<file path="src/rtl/sysctl_pkg.sv">
package sysctl_pkg;

    localparam int STAT_W    = 7;
    localparam int BOR_W     = 16;
    localparam int LDO_W     = 5;
    localparam int RC_W      = 6;
    localparam int PWRDN_BIT = 13;
    localparam int OVR_BIT   = 31;
    localparam int LOCK_BIT  = 6;
    localparam int PDIV_LO   = 23;
    localparam int PDIV_W    = 4;
    localparam int SDIV_W    = 6;
    localparam int XTAL_LO   = 6;
    localparam int XTAL_W    = 4;

    typedef enum logic [4:0] {
        SEL_NONE, SEL_ID0, SEL_ID1, SEL_CAP0, SEL_CAP1, SEL_CAP2, SEL_CAP3,
        SEL_CAP4, SEL_BOR, SEL_LDO, SEL_RAW, SEL_MASK, SEL_MSKD, SEL_RCAUSE,
        SEL_PRI, SEL_PLL, SEL_SEC
    } reg_sel_e;

    typedef struct packed {
        logic            wr;
        reg_sel_e        sel;
        logic [31:0]     data;
    } wreq_t;

    typedef struct packed {
        logic [BOR_W-1:0] bor;
        logic [LDO_W-1:0] ldo;
        logic [RC_W-1:0]  rcause;
        logic [31:0]      pri;
        logic [31:0]      sec;
    } cfg_t;

    function automatic reg_sel_e decode_off(input logic [11:0] off);
        reg_sel_e s;
        case (off)
            12'h000: s = SEL_ID0;
            12'h004: s = SEL_ID1;
            12'h008: s = SEL_CAP0;
            12'h010: s = SEL_CAP1;
            12'h014: s = SEL_CAP2;
            12'h018: s = SEL_CAP3;
            12'h01C: s = SEL_CAP4;
            12'h030: s = SEL_BOR;
            12'h034: s = SEL_LDO;
            12'h050: s = SEL_RAW;
            12'h054: s = SEL_MASK;
            12'h058: s = SEL_MSKD;
            12'h05C: s = SEL_RCAUSE;
            12'h060: s = SEL_PRI;
            12'h064: s = SEL_PLL;
            12'h070: s = SEL_SEC;
            default: s = SEL_NONE;
        endcase
        return s;
    endfunction

    function automatic logic [31:0] period_of(input logic [PDIV_W-1:0] pdiv,
                                              input logic              ovr,
                                              input logic [SDIV_W-1:0] sdiv,
                                              input int unsigned       base);
        logic [31:0] div;
        div = ovr ? 32'(sdiv) : 32'(pdiv);
        return 32'(base) * (div + 32'd1);
    endfunction

    function automatic logic [31:0] pll_word(input bit newer,
                                             input logic [XTAL_W-1:0] idx);
        if (newer)
            return 32'h0000_1B00 + 32'(idx) * 32'h0000_0101;
        else
            return 32'h0000_1A00 + 32'(idx) * 32'h0000_0011;
    endfunction

endpackage

</file>
<file path="src/rtl/sysctl_decode.sv">
module sysctl_decode
    import sysctl_pkg::*;
#(
    parameter int ADDR_W = 12
) (
    input  logic [ADDR_W-1:0] addr,
    output reg_sel_e          sel
);
    logic hi_ok;

    generate
        if (ADDR_W > 12) begin : g_wide
            assign hi_ok = (addr[ADDR_W-1:12] == '0);
        end else begin : g_narrow
            assign hi_ok = 1'b1;
        end
    endgenerate

    always_comb begin
        sel = SEL_NONE;
        if (hi_ok) sel = decode_off(addr[11:0]);
    end
endmodule

</file>
<file path="src/rtl/sysctl_cfg.sv">
module sysctl_cfg
    import sysctl_pkg::*;
#(
    parameter bit          NEW_CLASS = 1'b1,
    parameter logic [31:0] PRI_RST   = 32'h078E_3AD1,
    parameter logic [31:0] SEC_RST   = 32'h0780_2810
) (
    input  logic  clk,
    input  logic  rst,
    input  wreq_t req,
    output cfg_t  cfg,
    output logic  lock_evt
);
    logic [BOR_W-1:0] bor_q;
    logic [LDO_W-1:0] ldo_q;
    logic [RC_W-1:0]  rc_q;
    logic [31:0]      pri_q;
    logic [31:0]      sec_q;
    logic             pri_fall;
    logic             sec_fall;

    always_ff @(posedge clk) begin
        if (rst) begin
            bor_q <= '0;
            ldo_q <= '0;
            rc_q  <= '0;
            pri_q <= PRI_RST;
        end else if (req.wr) begin
            case (req.sel)
                SEL_BOR:    bor_q <= req.data[BOR_W-1:0];
                SEL_LDO:    ldo_q <= req.data[LDO_W-1:0];
                SEL_RCAUSE: rc_q  <= req.data[RC_W-1:0];
                SEL_PRI:    pri_q <= req.data;
                default: ;
            endcase
        end
    end

    assign pri_fall = req.wr && (req.sel == SEL_PRI)
                   && pri_q[PWRDN_BIT] && !req.data[PWRDN_BIT];

    generate
        if (NEW_CLASS) begin : g_sec
            always_ff @(posedge clk) begin
                if (rst)
                    sec_q <= SEC_RST;
                else if (req.wr && req.sel == SEL_SEC)
                    sec_q <= req.data;
            end
            assign sec_fall = req.wr && (req.sel == SEL_SEC)
                           && sec_q[PWRDN_BIT] && !req.data[PWRDN_BIT];
        end else begin : g_nosec
            assign sec_q    = '0;
            assign sec_fall = 1'b0;
        end
    endgenerate

    assign lock_evt = pri_fall | sec_fall;

    always_comb begin
        cfg        = '0;
        cfg.bor    = bor_q;
        cfg.ldo    = ldo_q;
        cfg.rcause = rc_q;
        cfg.pri    = pri_q;
        cfg.sec    = sec_q;
    end
endmodule

</file>
<file path="src/rtl/sysctl_irq.sv">
module sysctl_irq
    import sysctl_pkg::*;
(
    input  logic              clk,
    input  logic              rst,
    input  logic              mask_we,
    input  logic              clr_we,
    input  logic [STAT_W-1:0] wdata,
    input  logic              lock_evt,
    output logic [STAT_W-1:0] stat_q,
    output logic [STAT_W-1:0] mask_q,
    output logic              irq
);
    logic [STAT_W-1:0] clr_bits;
    logic [STAT_W-1:0] set_bits;

    always_comb begin
        clr_bits = clr_we ? wdata : '0;
        set_bits = '0;
        set_bits[LOCK_BIT] = lock_evt;
    end

    always_ff @(posedge clk) begin
        if (rst) begin
            stat_q <= '0;
            mask_q <= '0;
        end else begin
            stat_q <= (stat_q & ~clr_bits) | set_bits;
            if (mask_we) mask_q <= wdata;
        end
    end

    assign irq = |(stat_q & mask_q);
endmodule

</file>
<file path="src/rtl/sysctl_period.sv">
module sysctl_period
    import sysctl_pkg::*;
#(
    parameter int          PERIOD_W   = 16,
    parameter int unsigned BASE_NS    = 5,
    parameter logic [31:0] RST_PERIOD = 32'd80
) (
    input  logic                clk,
    input  logic                rst,
    input  logic [PDIV_W-1:0]   pdiv,
    input  logic                ovr,
    input  logic [SDIV_W-1:0]   sdiv,
    output logic [PERIOD_W-1:0] period
);
    always_ff @(posedge clk) begin
        if (rst)
            period <= PERIOD_W'(RST_PERIOD);
        else
            period <= PERIOD_W'(period_of(pdiv, ovr, sdiv, BASE_NS));
    end
endmodule

</file>
<file path="src/rtl/sysctl_clkregs.sv">
module sysctl_clkregs
    import sysctl_pkg::*;
#(
    parameter int          ADDR_W    = 12,
    parameter int          PERIOD_W  = 16,
    parameter int unsigned BASE_NS   = 5,
    parameter bit          NEW_CLASS = 1'b1,
    parameter logic [31:0] ID0       = 32'h0,
    parameter logic [31:0] ID1       = 32'h0,
    parameter logic [31:0] CAP0      = 32'h0,
    parameter logic [31:0] CAP1      = 32'h0,
    parameter logic [31:0] CAP2      = 32'h0,
    parameter logic [31:0] CAP3      = 32'h0,
    parameter logic [31:0] CAP4      = 32'h0,
    parameter logic [31:0] PRI_RST   = 32'h078E_3AD1,
    parameter logic [31:0] SEC_RST   = 32'h0780_2810
) (
    input  logic                clk,
    input  logic                rst,
    input  logic [ADDR_W-1:0]   bus_addr,
    input  logic                bus_wr,
    input  logic [31:0]         bus_wdata,
    output logic [31:0]         bus_rdata,
    output logic                irq,
    output logic [PERIOD_W-1:0] sysclk_period_ns
);
    localparam logic [31:0] SEC_EFF    = NEW_CLASS ? SEC_RST : 32'h0;
    localparam logic [31:0] RST_PERIOD = period_of(PRI_RST[PDIV_LO +: PDIV_W],
                                                   SEC_EFF[OVR_BIT],
                                                   SEC_EFF[PDIV_LO +: SDIV_W],
                                                   BASE_NS);

    reg_sel_e          sel;
    wreq_t             req;
    cfg_t              cfg;
    logic              lock_evt;
    logic [STAT_W-1:0] stat_q;
    logic [STAT_W-1:0] mask_q;
    logic [31:0]       pri_q;
    logic [31:0]       sec_q;
    logic [31:0]       pll_rd;

    sysctl_decode #(.ADDR_W(ADDR_W)) u_dec (
        .addr (bus_addr),
        .sel  (sel)
    );

    always_comb begin
        req.wr   = bus_wr;
        req.sel  = sel;
        req.data = bus_wdata;
    end

    sysctl_cfg #(
        .NEW_CLASS (NEW_CLASS),
        .PRI_RST   (PRI_RST),
        .SEC_RST   (SEC_RST)
    ) u_cfg (
        .clk      (clk),
        .rst      (rst),
        .req      (req),
        .cfg      (cfg),
        .lock_evt (lock_evt)
    );

    assign pri_q = cfg.pri;
    assign sec_q = cfg.sec;

    sysctl_irq u_irq (
        .clk      (clk),
        .rst      (rst),
        .mask_we  (bus_wr && sel == SEL_MASK),
        .clr_we   (bus_wr && sel == SEL_MSKD),
        .wdata    (bus_wdata[STAT_W-1:0]),
        .lock_evt (lock_evt),
        .stat_q   (stat_q),
        .mask_q   (mask_q),
        .irq      (irq)
    );

    sysctl_period #(
        .PERIOD_W   (PERIOD_W),
        .BASE_NS    (BASE_NS),
        .RST_PERIOD (RST_PERIOD)
    ) u_per (
        .clk    (clk),
        .rst    (rst),
        .pdiv   (pri_q[PDIV_LO +: PDIV_W]),
        .ovr    (sec_q[OVR_BIT]),
        .sdiv   (sec_q[PDIV_LO +: SDIV_W]),
        .period (sysclk_period_ns)
    );

    generate
        if (NEW_CLASS) begin : g_pll_new
            assign pll_rd = pll_word(1'b1, pri_q[XTAL_LO +: XTAL_W]);
        end else begin : g_pll_old
            assign pll_rd = pll_word(1'b0, pri_q[XTAL_LO +: XTAL_W]);
        end
    endgenerate

    always_comb begin
        case (sel)
            SEL_ID0:    bus_rdata = ID0;
            SEL_ID1:    bus_rdata = ID1;
            SEL_CAP0:   bus_rdata = CAP0;
            SEL_CAP1:   bus_rdata = CAP1;
            SEL_CAP2:   bus_rdata = CAP2;
            SEL_CAP3:   bus_rdata = CAP3;
            SEL_CAP4:   bus_rdata = CAP4;
            SEL_BOR:    bus_rdata = 32'(cfg.bor);
            SEL_LDO:    bus_rdata = 32'(cfg.ldo);
            SEL_RAW:    bus_rdata = 32'(stat_q);
            SEL_MASK:   bus_rdata = 32'(mask_q);
            SEL_MSKD:   bus_rdata = 32'(stat_q & mask_q);
            SEL_RCAUSE: bus_rdata = 32'(cfg.rcause);
            SEL_PRI:    bus_rdata = pri_q;
            SEL_PLL:    bus_rdata = pll_rd;
            SEL_SEC:    bus_rdata = sec_q;
            default:    bus_rdata = 32'h0;
        endcase
    end
endmodule

</file>
<file path="config.mk">
export PLATFORM = sky130hd
export DESIGN_NAME = sysctl_clkregs
export DESIGN_NICKNAME = d
export VERILOG_FILES = /design/src/rtl/sysctl_pkg.sv /design/src/rtl/sysctl_decode.sv /design/src/rtl/sysctl_cfg.sv /design/src/rtl/sysctl_irq.sv /design/src/rtl/sysctl_period.sv /design/src/rtl/sysctl_clkregs.sv
export SDC_FILE = /design/constraint.sdc
export NUM_CORES = 1
export LEC_CHECK = 0
export BUFFER_PORTS_ARGS = -buffer_cell sky130_fd_sc_hd__buf_2
export CAP_MARGIN = 20
export CORE_ASPECT_RATIO = 0.6
export CORE_MARGIN = 3
export CORE_UTILIZATION = 35
export DETAILED_ROUTE_END_ITERATION = 6
export PLACE_DENSITY = 0.61
export SYNTH_ARGS = -nofsm -noshare
export SYNTH_HDL_FRONTEND = slang
export SYNTH_SLANG_ARGS = --single-unit
</file>
<file path="constraint.sdc">
create_clock -name clk -period 3.4 [get_ports clk]
set_clock_uncertainty 0.05 [all_clocks]
set_input_delay 0.34 -clock clk [delete_from_list [all_inputs] [get_ports clk]]
set_output_delay 0.34 -clock clk [all_outputs]
set_load 0.005 [all_outputs]
</file>
Word-level counts from Yosys, hierarchy flattened

Index checks and enable logic that the tools add are counted.

Flip-flop bits (word level): 121
Bits of input ports: 47

Bitwise operators: 6
Mux-type cells: 4
Multipliers: 2
$add $sub $neg: 2
Reductions and logical operators: 15
Equal/unequal tests: 24

Operator list:

| cell                                                                | count |
|---|---|
| 32-bit one-hot mux with 9 select lines                              | 1 |
| 12-bit by 7-bit == test with 1-bit output, second input constant    | 7 |
| 5-bit one-hot mux with 16 select lines                              | 1 |
| 12-bit by 5-bit == test with 1-bit output, second input constant    | 4 |
| 5-bit by 4-bit == test with 1-bit output, second input constant     | 8 |
| 32-bit by 1-bit adder with 32-bit output, second input constant     | 1 |
| 3-bit by 32-bit multiplier with 16-bit output, first input constant | 1 |
| 12-bit by 6-bit == test with 1-bit output, second input constant    | 2 |
| 7-bit AND                                                           | 3 |
| 13-bit by 13-bit adder with 14-bit output, first input constant     | 1 |
| 4-bit by 9-bit multiplier with 13-bit output, second input constant | 1 |
| 12-bit by 3-bit == test with 1-bit output, second input constant    | 1 |
| 12-bit by 4-bit == test with 1-bit output, second input constant    | 1 |
| 12-bit zero test                                                    | 1 |
| 1-bit logical AND                                                   | 8 |
| 2-bit AND reduction                                                 | 4 |
| 7-bit 2-to-1 mux                                                    | 1 |
| 7-bit inverter                                                      | 1 |
| 7-bit bitwise OR                                                    | 1 |
| 7-bit OR reduction                                                  | 1 |
| 6-bit 2-to-1 mux                                                    | 1 |
| 5-bit == test, second input constant                                | 1 |
| 1-bit zero test                                                     | 1 |
| 1-bit bitwise OR                                                    | 1 |

Depth between registers and ports, before layout

Gate-level depths: netlist of run 1.

Depth in word-level cells: 8
Mapped depth: 13

Cells and area by module

Synthesis of run 1 repeated with hierarchy kept, for this count alone.

Cells, all modules: 678
Area total of the unflattened synthesis: 6318.6 µm²

By module, submodules not included:

| module         | seq. area each (µm²) | cells an instance | times used | area each (µm²) |
|---|---|---|---|---|
| sysctl_cfg     | 1821.7               | 369               | 1          | 3766.1 |
| sysctl_clkregs | 0.0                  | 140               | 1          | 1038.5 |
| sysctl_period  | 200.2                | 92                | 1          | 812.0 |
| sysctl_irq     | 280.3                | 48                | 1          | 504.2 |
| sysctl_decode  | 0.0                  | 29                | 1          | 197.7 |

Worst setup path before layout of run 1

Ideal clock, no wire load.

Path type: reg-to-reg
Start point: register u_cfg.sec_q[31]
End point: register u_per.period[9]
Path slack: 325 ps
Arrival time: 2892 ps
Clock period less this slack: 3075 ps
Stages on the path, launching flop included: 14
Data required time: 3217 ps
Path buffers: 1
Cells stage by stage: dfxtp_1 > clkbuf_1 > mux2i_1 > inv_1 > ha_1 > o21ai_0 > xor2_1 > ha_1 > fa_1 > a21o_1 > a21oi_1 > inv_1 > a21oi_1 > nor4_1

Longest elaborated chain between the ends: 3

Ends and longest elaborated chain:

| element                                       | RTL line            | source |
|---|---|---|
| from (decl)                                   | sysctl_cfg.sv:18    | `logic [31:0] sec_q;` |
| from (signal assigned)                        | sysctl_cfg.sv:48    | `sec_q <= req.data;` |
| 6-bit 2-to-1 mux                              | sysctl_pkg.sv:65    | `div = ovr ? 32'(sdiv) : 32'(pdiv);` |
| 32-bit by 1-bit adder with 32-bit output      | sysctl_pkg.sv:66    | `return 32'(base) * (div + 32'd1);` |
| 3-bit by 32-bit multiplier with 16-bit output | sysctl_pkg.sv:66    |  |
| to (signal assigned)                          | sysctl_period.sv:17 | `period <= PERIOD_W'(RST_PERIOD);` |
| to (signal assigned)                          | sysctl_period.sv:19 | `period <= PERIOD_W'(period_of(pdiv, ovr, sdiv, BASE_NS));` |
| to (decl)                                     | sysctl_period.sv:13 | `output logic [PERIOD_W-1:0] period` |

Every way passes these cells.
A chain may end at the register's enable or synchronous reset.

Final worst setup path of run 1

Same ends and word-level chain as after synthesis.

==> metrics.md, run 1 <==
| Metric | Value |
|---|---|
| Status | `finished, final reports clean` |
| Synth top area cells | `dfxtp_1, mux2i_1, nand2_1` |
| Endpoints failing setup | `0` |
| Routed wirelength normalized by instance count | `between 15 and 20 µm` |
| Max Fclk | `324 MHz` |
| Total number of nets in the final design | `823` |
| Cells after Synth | `slightly below 700` |
| Tcrit/Tclk final | `approximately nine tenths` |
| Maximum fanout along the worst path | `3` |
| Shortest period the worst path allows | `3090 ps` |
| Sequential share of power | `42.0%` |
| Internal power contribution | `0.00246 W` |
| Global-route wire length before repair | `approximately 26000 µm` |
| Clock buffer count from CTS | `17` |
| Element type at the critical path start | `register` |
| Die extent in y | `105 µm` |
| Via density per instance | `a little over 5` |
| Type of the worst setup path | `register to register` |
| Number of nets still failing antenna checks after routing | `0` |
| Clock slew at reported path FFs | `60 ps` |
| Source-to-sink clock delay at the later pin of the worst-skew pair | `410 ps` |
| Setup Buffers After CTS | `0` |
| Largest area contributor in the synthesized netlist | `dfxtp_1` |
| Global route total overflow | `0` |
| Row Count | `35` |
| TritonCTS clock tree | `yes` |
| Average instance area after synthesis | `8.47 µm²` |
| Worst relative slew slack | `37.6%` |
| NetSw | `0.000751 W` |
| Number of flip-flops and latches in the synthesized netlist | `between 100 and 150` |
| Number of iterations in the first detailed-routing pass | `5` |
| Layout-stage area growth over the synthesis result | `21.1%` |
| Port Buffer Count | `89` |
| Detailed placement HPWL | `11100 µm` |
| Total Negative Setup Slacks | `0 ps` |
| Clock sinks | `~120` |
| Power Total | `0.00321 W` |
| Via count of the first global-routing pass | `between 4000 and 5000` |
| Final cell utilization of the core | `44.2%` |
| H-tree Lvls | `4` |
| Largest net degree at the start of global routing | `92` |
| Ys Warns | `0` |
| CTS root buf | `clkbuf_16` |
| Max-capacitance violation count | `0` |
| Core outline area | `15700 µm²` |
| Register-to-register setup slack | `310 ps` |
| Count of inserted antenna diode cells | `0` |
| Number of flops mapped to enable cells by yosys | `0` |
| Global-route total usage across every layer | `17.9%` |
| Aggregate routed wire length | `16100 µm` |
| Total via count after detailed routing | `5016` |
| Die footprint | `18000 µm²` |
| RSZ-0062 raised after global routing | `false` |
| Post-synth top area share | `40.1%` |
| Worst IR Drop VDD | `~0.00035 V` |
| Post-synthesis instance area | `5750 µm²` |
| GP Congestion | `0.833` |
| Hold WC Path Type | `primary input to register` |
| Slew Viols, Final | `0` |
| Share of synthesized area occupied by flip-flops and latches | `40.1%` |
| Switching power as a share of total power | `a little under a quarter` |
| Hold_buf cts | `0` |
| Type of destination of the critical path | `register` |
| Initial antenna violation count | `0` |
| Leakage Power | `2.89 nW` |
| I/O pins | `96` |
| Final-report hold violation count | `0` |
| Placed instance count | `943` |
| Share of layout cells above drive strength 1 | `20.3%` |
| Resized cells post-CTS | `0` |
| Proportion of synthesized flip-flops having asynchronous set or reset | `0%` |
| Yosys cell types | `between 50 and 60` |
| PD cells | `462 nW/µm²` |
| Initial Utilization | `36.5%` |
| Comb power frac | `4.4%` |
| Number of violations reported at the end of detailed-routing iteration 0 | `between 300 and 400` |
| Arrival time at the worst endpoint | `3280 ps` |
| Clk pwr share | `53.6%` |
| Count of placed standard cells in the final layout, fillers left out | `975` |
| DRC violations left | `0` |
| Critical Path RT | `3600 ps` |
| Worst-Margin Slew | `between 900 and 1000 ps` |
| Most used flip-flop cell after synthesis | `dfxtp_1` |
| Chip width | `171 µm` |
| CTS max path bufs | `2` |
[logic make-up after synthesis]
family / Yosys count / share of synthesized area, %
and+or+nand+nor: 264 / 21.0
AOI/OAI and AO/OA: 131 / 15.1
xor gates and xnor gates: 10 / 1.52
muxes: 76 / 13.3
other: 1 / 0.0653
adders and majority gates: 17 / 3.83
buffers and inverters: 64 / 5.14
DFF: 115 / 40.1
[power groups by stage]
| stage | registers [W] | clock network (W) | logic, W |
|---|---|---|---|
| after floorplan | 0.00138 | 0 | 0.0000794 |
| after global placement | 0.00138 | 0 | 0.000142 |
| after CTS | 0.00135 | 0.00176 | 0.000140 |
| after global routing | 0.00135 | 0.00181 | 0.000152 |
| final | 0.00135 | 0.00172 | 0.000141 |
| after detailed placement | 0.00138 | 0 | 0.000140 |
[per-stage QoR]
step / cell area [µm²] / worst slack (ps) / hold slack, ps
6_report: 6960 / 312 / 133
5_1_grt: 6960 / 13.9 / 128
4_1_cts: 6950 / 236 / 116
3_5_place_dp: 6370 / 258 / 394
3_3_place_gp: 6370 / 331 / 386
2_1_floorplan: 5760 / 325 / 377
[final timing paths]
check | from | cells after the start | to
worst max-delay path | u_cfg.sec_q[31] | 12 | u_per.period[9]
worst min-delay path | bus_wdata[7] | 2 | u_cfg.pri_q[7]
worst max register to register | u_cfg.sec_q[31] | 12 | u_per.period[9]
worst min register to register | u_cfg.pri_q[28] | 2 | u_cfg.pri_q[28]
[critical path, cell delays in order, from the launching register on]
cell and delay, ps:
dfxtp_1 390, mux2i_2 300, inv_1 100, ha_1 220, o21ai_1 190, xor2_1 250, ha_1 310, fa_1 460
a21o_1 190, a21oi_1 210, inv_1 60, a21oi_1 150, nor4_1 60
[cells in the final DEF, fill, tap and decap left out, drive strengths merged, types with 7 or more instances in the layout]
| cell | instances |
|---|---|
| o21bai | 20 |
| nor2b | 7 |
| ha | 16 |
| dfxtp | 115 |
| inv | 14 |
| o21ai | 12 |
| a21oi | 56 |
| clkbuf | 21 |
| mux2i | 73 |
| and3 | 9 |
| nand2 | 103 |
| buf | 108 |
| nor2 | 102 |
[synthesized netlist by cell type, types with 5 or more instances]
cell        n
buf_2      11
buf_4       7
mux2i_1    73
nand3_1     6
clkbuf_1   28
xnor2_1     6
o21bai_1   20
and2_1      6
dfxtp_1   115
and3_1      9
inv_1      13
ha_1       16
a21oi_1    55
a211oi_1    6
o221ai_1    5
nand2_1   103
nor2b_1     7
nor2_1    102
o21ai_0    12
nor3_1      5
[flip-flops by register name, summed over array words and instances (netlist names)]
| signal | cells |
|---|---|
| u_per.period | 10 |
| u_irq.stat_q | 7 |
| u_irq.mask_q | 7 |
| u_cfg.pri_q | 32 |
| u_cfg.bor_q | 16 |
| u_cfg.sec_q | 32 |
| u_cfg.rc_q | 6 |
| u_cfg.ldo_q | 5 |
[layout make-up]
cell class                      count  area, µm²
Fill cell                        1579       8770
Multi-Input combinational cell    504       3190
Sequential cell                   115       2300
Timing Repair Buffer              108        591
Clock buffer                       21        470
Tap cell                          203        254
Clock inverter                     11        104
Inverter                           13       48.8
[metal layers]
| layer | GRT usage (%) | wire length (µm) | up-vias |
|---|---|---|---|
| met2 | 24.2 | 6420 | 151 |
| met3 | 3.94 | 963 | 9 |
| li1 | - | - | 2497 |
| met4 | 3.56 | 67 | 0 |
| met1 | 28.7 | 8640 | 2359 |
| met5 | 0 | 0 | - |
Note: power is estimated with default switching activity, not from simulation.
==> run 2, diff against run 1 <==
Clock period 3.4 ns to 3.05 ns, I/O delays scaled along.
==> run 2 against run 1 <==
Compared with the run above: die area unchanged; critical path depth unchanged; sequential cell count unchanged; largest power group unchanged; worst setup slack got worse by 180 ps; clock-buffer cell count decreased by 1; global-route usage increased by 0.66 points; maximum frequency increased by 5.9%; routed wire length increased by 3.0%; largest cell class unchanged.
==> metrics.md, run 2 (synthesized netlist as in run 1, its figures left out) <==
| Metric | Value |
|---|---|
| Flip-flop and latch area | `2300 µm²` |
| Worst-Margin Slew | `roughly 680 ps` |
| Clock buffer count from CTS | `17` |
| Core outline area | `~16000 µm²` |
| Top library cells by usage in the layout, fill and taps aside | `dfxtp_1, nand2_1, nor2_1` |
| Launching element of the worst setup path | `u_cfg.sec_q[31]` |
| Global-route wire length before repair | `26400 µm` |
| Largest registers | `u_cfg.pri_q x32, u_cfg.sec_q x32, u_cfg.bor_q x16` |
| Critical Path RT | `3260 ps` |
| Layout-stage area growth over the synthesis result | `24.0%` |
| Startpoint of the lowest-slack register-to-register path | `u_cfg.sec_q[31]` |
| Shortest period the worst path allows | `roughly 2900 ps` |
| Max Fclk | `343 MHz` |
| Row Count | `35` |
| GR Util met3 | `4.39%` |
| Element type at the critical path start | `register` |
| GP Congestion | `0.836` |
| Share of layout cells above drive strength 1 | `21.8%` |
| Final-report hold violation count | `0` |
| Routed wirelength normalized by instance count | `~17 µm` |
| Status | `finished, final reports clean` |
| Initial Utilization | `36.5%` |
| Arrival time at the worst endpoint | `3130 ps` |
| Total via count after detailed routing | `5076` |
| Type of the worst setup path | `register to register` |
| Port Buffer Count | `89` |
| Total Negative Setup Slacks | `0 ps` |
| Type of destination of the critical path | `register` |
| CTS max path bufs | `2` |
| Number of fill cells | `1569` |
| Placed instance count | `approximately 950` |
| Global route total overflow | `0` |
| Worst R2R End | `u_per.period[9]` |
| Endpoints failing setup | `0` |
| Tcrit/Tclk final | `between 90% and 100%` |
| Aggregate routed wire length | `16600 µm` |
| Slew Viols, Final | `0` |
| Die extent in y | `around 110 µm` |
| Global-route total usage across every layer | `18.6%` |
| Register-to-register setup slack | `130 ps` |
| R2R depth | `12` |
| Chip width | `171 µm` |
| Number of nets still failing antenna checks after routing | `0` |
| Worst relative slew slack | `54.1%` |
| Die footprint | `18000 µm²` |
| Max-capacitance violation count | `0` |
| Count of placed standard cells in the final layout, fillers left out | `980` |
| H-tree Lvls | `4` |
| Fraction of met1 tracks used by global routing | `29.3%` |
| PD cells | `516 nW/µm²` |
| Largest net degree at the start of global routing | `64` |
| DRC violations left | `0` |
| Most common cell after layout, fill and taps aside | `dfxtp_1` |
| Number of iterations in the first detailed-routing pass | `4` |
| Hold_buf cts | `0` |
| Worst IR Drop VDD | `0.000310 V` |
| Initial antenna violation count | `0` |
| TritonCTS clock tree | `yes` |
| Maximum fanout along the worst path | `3` |
| Via count of the first global-routing pass | `between 4000 and 5000` |
| End point of the critical path | `u_per.period[9]` |
| Met2 Resource Use GR | `25.1%` |
| Worst hold slack across all endpoints | `82.3 ps` |
| I/O pins | `96` |
| CTS root buf | `clkbuf_16` |
| Count of inserted antenna diode cells | `0` |
| Via density per instance | `5.18` |
| Number of violations reported at the end of detailed-routing iteration 0 | `375` |
| Leakage Power | `2.99 nW` |
| Area taken by multi-input logic gates | `3240 µm²` |
| Clock slew at reported path FFs | `60 ps` |
| Detailed placement HPWL | `11400 µm` |
| Clock sinks | `115` |
| Routing layer with the top usage in global route | `met1` |
| Source-to-sink clock delay at the later pin of the worst-skew pair | `410 ps` |
| Total number of nets in the final design | `830` |
| Hold WC Path Type | `primary input to register` |
run 2: worst min path at each step:
stage | startpoint | end | slack, ps | cells past startpoint
after floorplan | bus_wdata[1] | u_irq.stat_q[1] | 340 | 1
after global placement | u_cfg.sec_q[5] | u_cfg.sec_q[5] | 390 | 2
after detailed placement | u_cfg.sec_q[5] | u_cfg.sec_q[5] | 390 | 2
after CTS | bus_wdata[7] | u_cfg.pri_q[7] | 70 | 2
after global routing | bus_wdata[7] | u_cfg.pri_q[7] | 80 | 2
final | bus_wdata[7] | u_cfg.pri_q[7] | 80 | 2
run 2: metal layers:
layer  routed length [µm]  share of wire [%]
met1                 8860                 54
met4                   91               0.55
met2                 6630                 40
met3                  979                5.9
met5                    0                  0
run 2: where the power goes:
| part | switching, W | leakage [nW] | internal [W] |
|---|---|---|---|
| logic | 0.000105 | 1.77 | 0.0000578 |
| registers | 0.0000000982 | 0.927 | 0.00150 |
| clock network | 0.000696 | 0.288 | 0.00131 |
run 2: per-stage QoR:
| step | instance area, µm² | util [%] | power, W | setup slack [ps] |
|---|---|---|---|---|
| floorplan | 5770 | - | 0.00162 | 112 |
| global placement | 6450 | 41.0 | 0.00170 | 71.2 |
| detailed placement | 6450 | 41.0 | 0.00170 | 24.3 |
| CTS | 7050 | 44.8 | 0.00370 | 10.9 |
| global route | 7130 | 45.3 | 0.00379 | -42.6 |
| finish | 7130 | 45.3 | 0.00367 | 133 |
run 2: worst max-delay path: stages, from the launching register on:
cell,delay (ps)
dfxtp_2,390
mux2i_4,270
inv_1,100
ha_1,230
o21ai_2,90
xor2_1,250
ha_1,320
fa_1,470
a21o_1,200
a21oi_2,160
inv_1,50
a21oi_1,140
nor4_1,50
run 2: layout make-up:
| class | instances | area share [%] |
|---|---|---|
| inverters | 13 | 0.685 |
| clock inverters | 10 | 1.88 |
| flip-flops and latches | 115 | 32.3 |
| well taps | 203 | 3.56 |
| repair buffers | 115 | 9.73 |
| clock buffers | 20 | 6.41 |
| multi-input cells | 504 | 45.4 |
run 2: repair_timing:
action / CTS / global route
setup endpoints to repair: 1 / 3
pin swaps: 1 / 3
buffers inserted: 0 / 3
resized for setup: 1 / 13
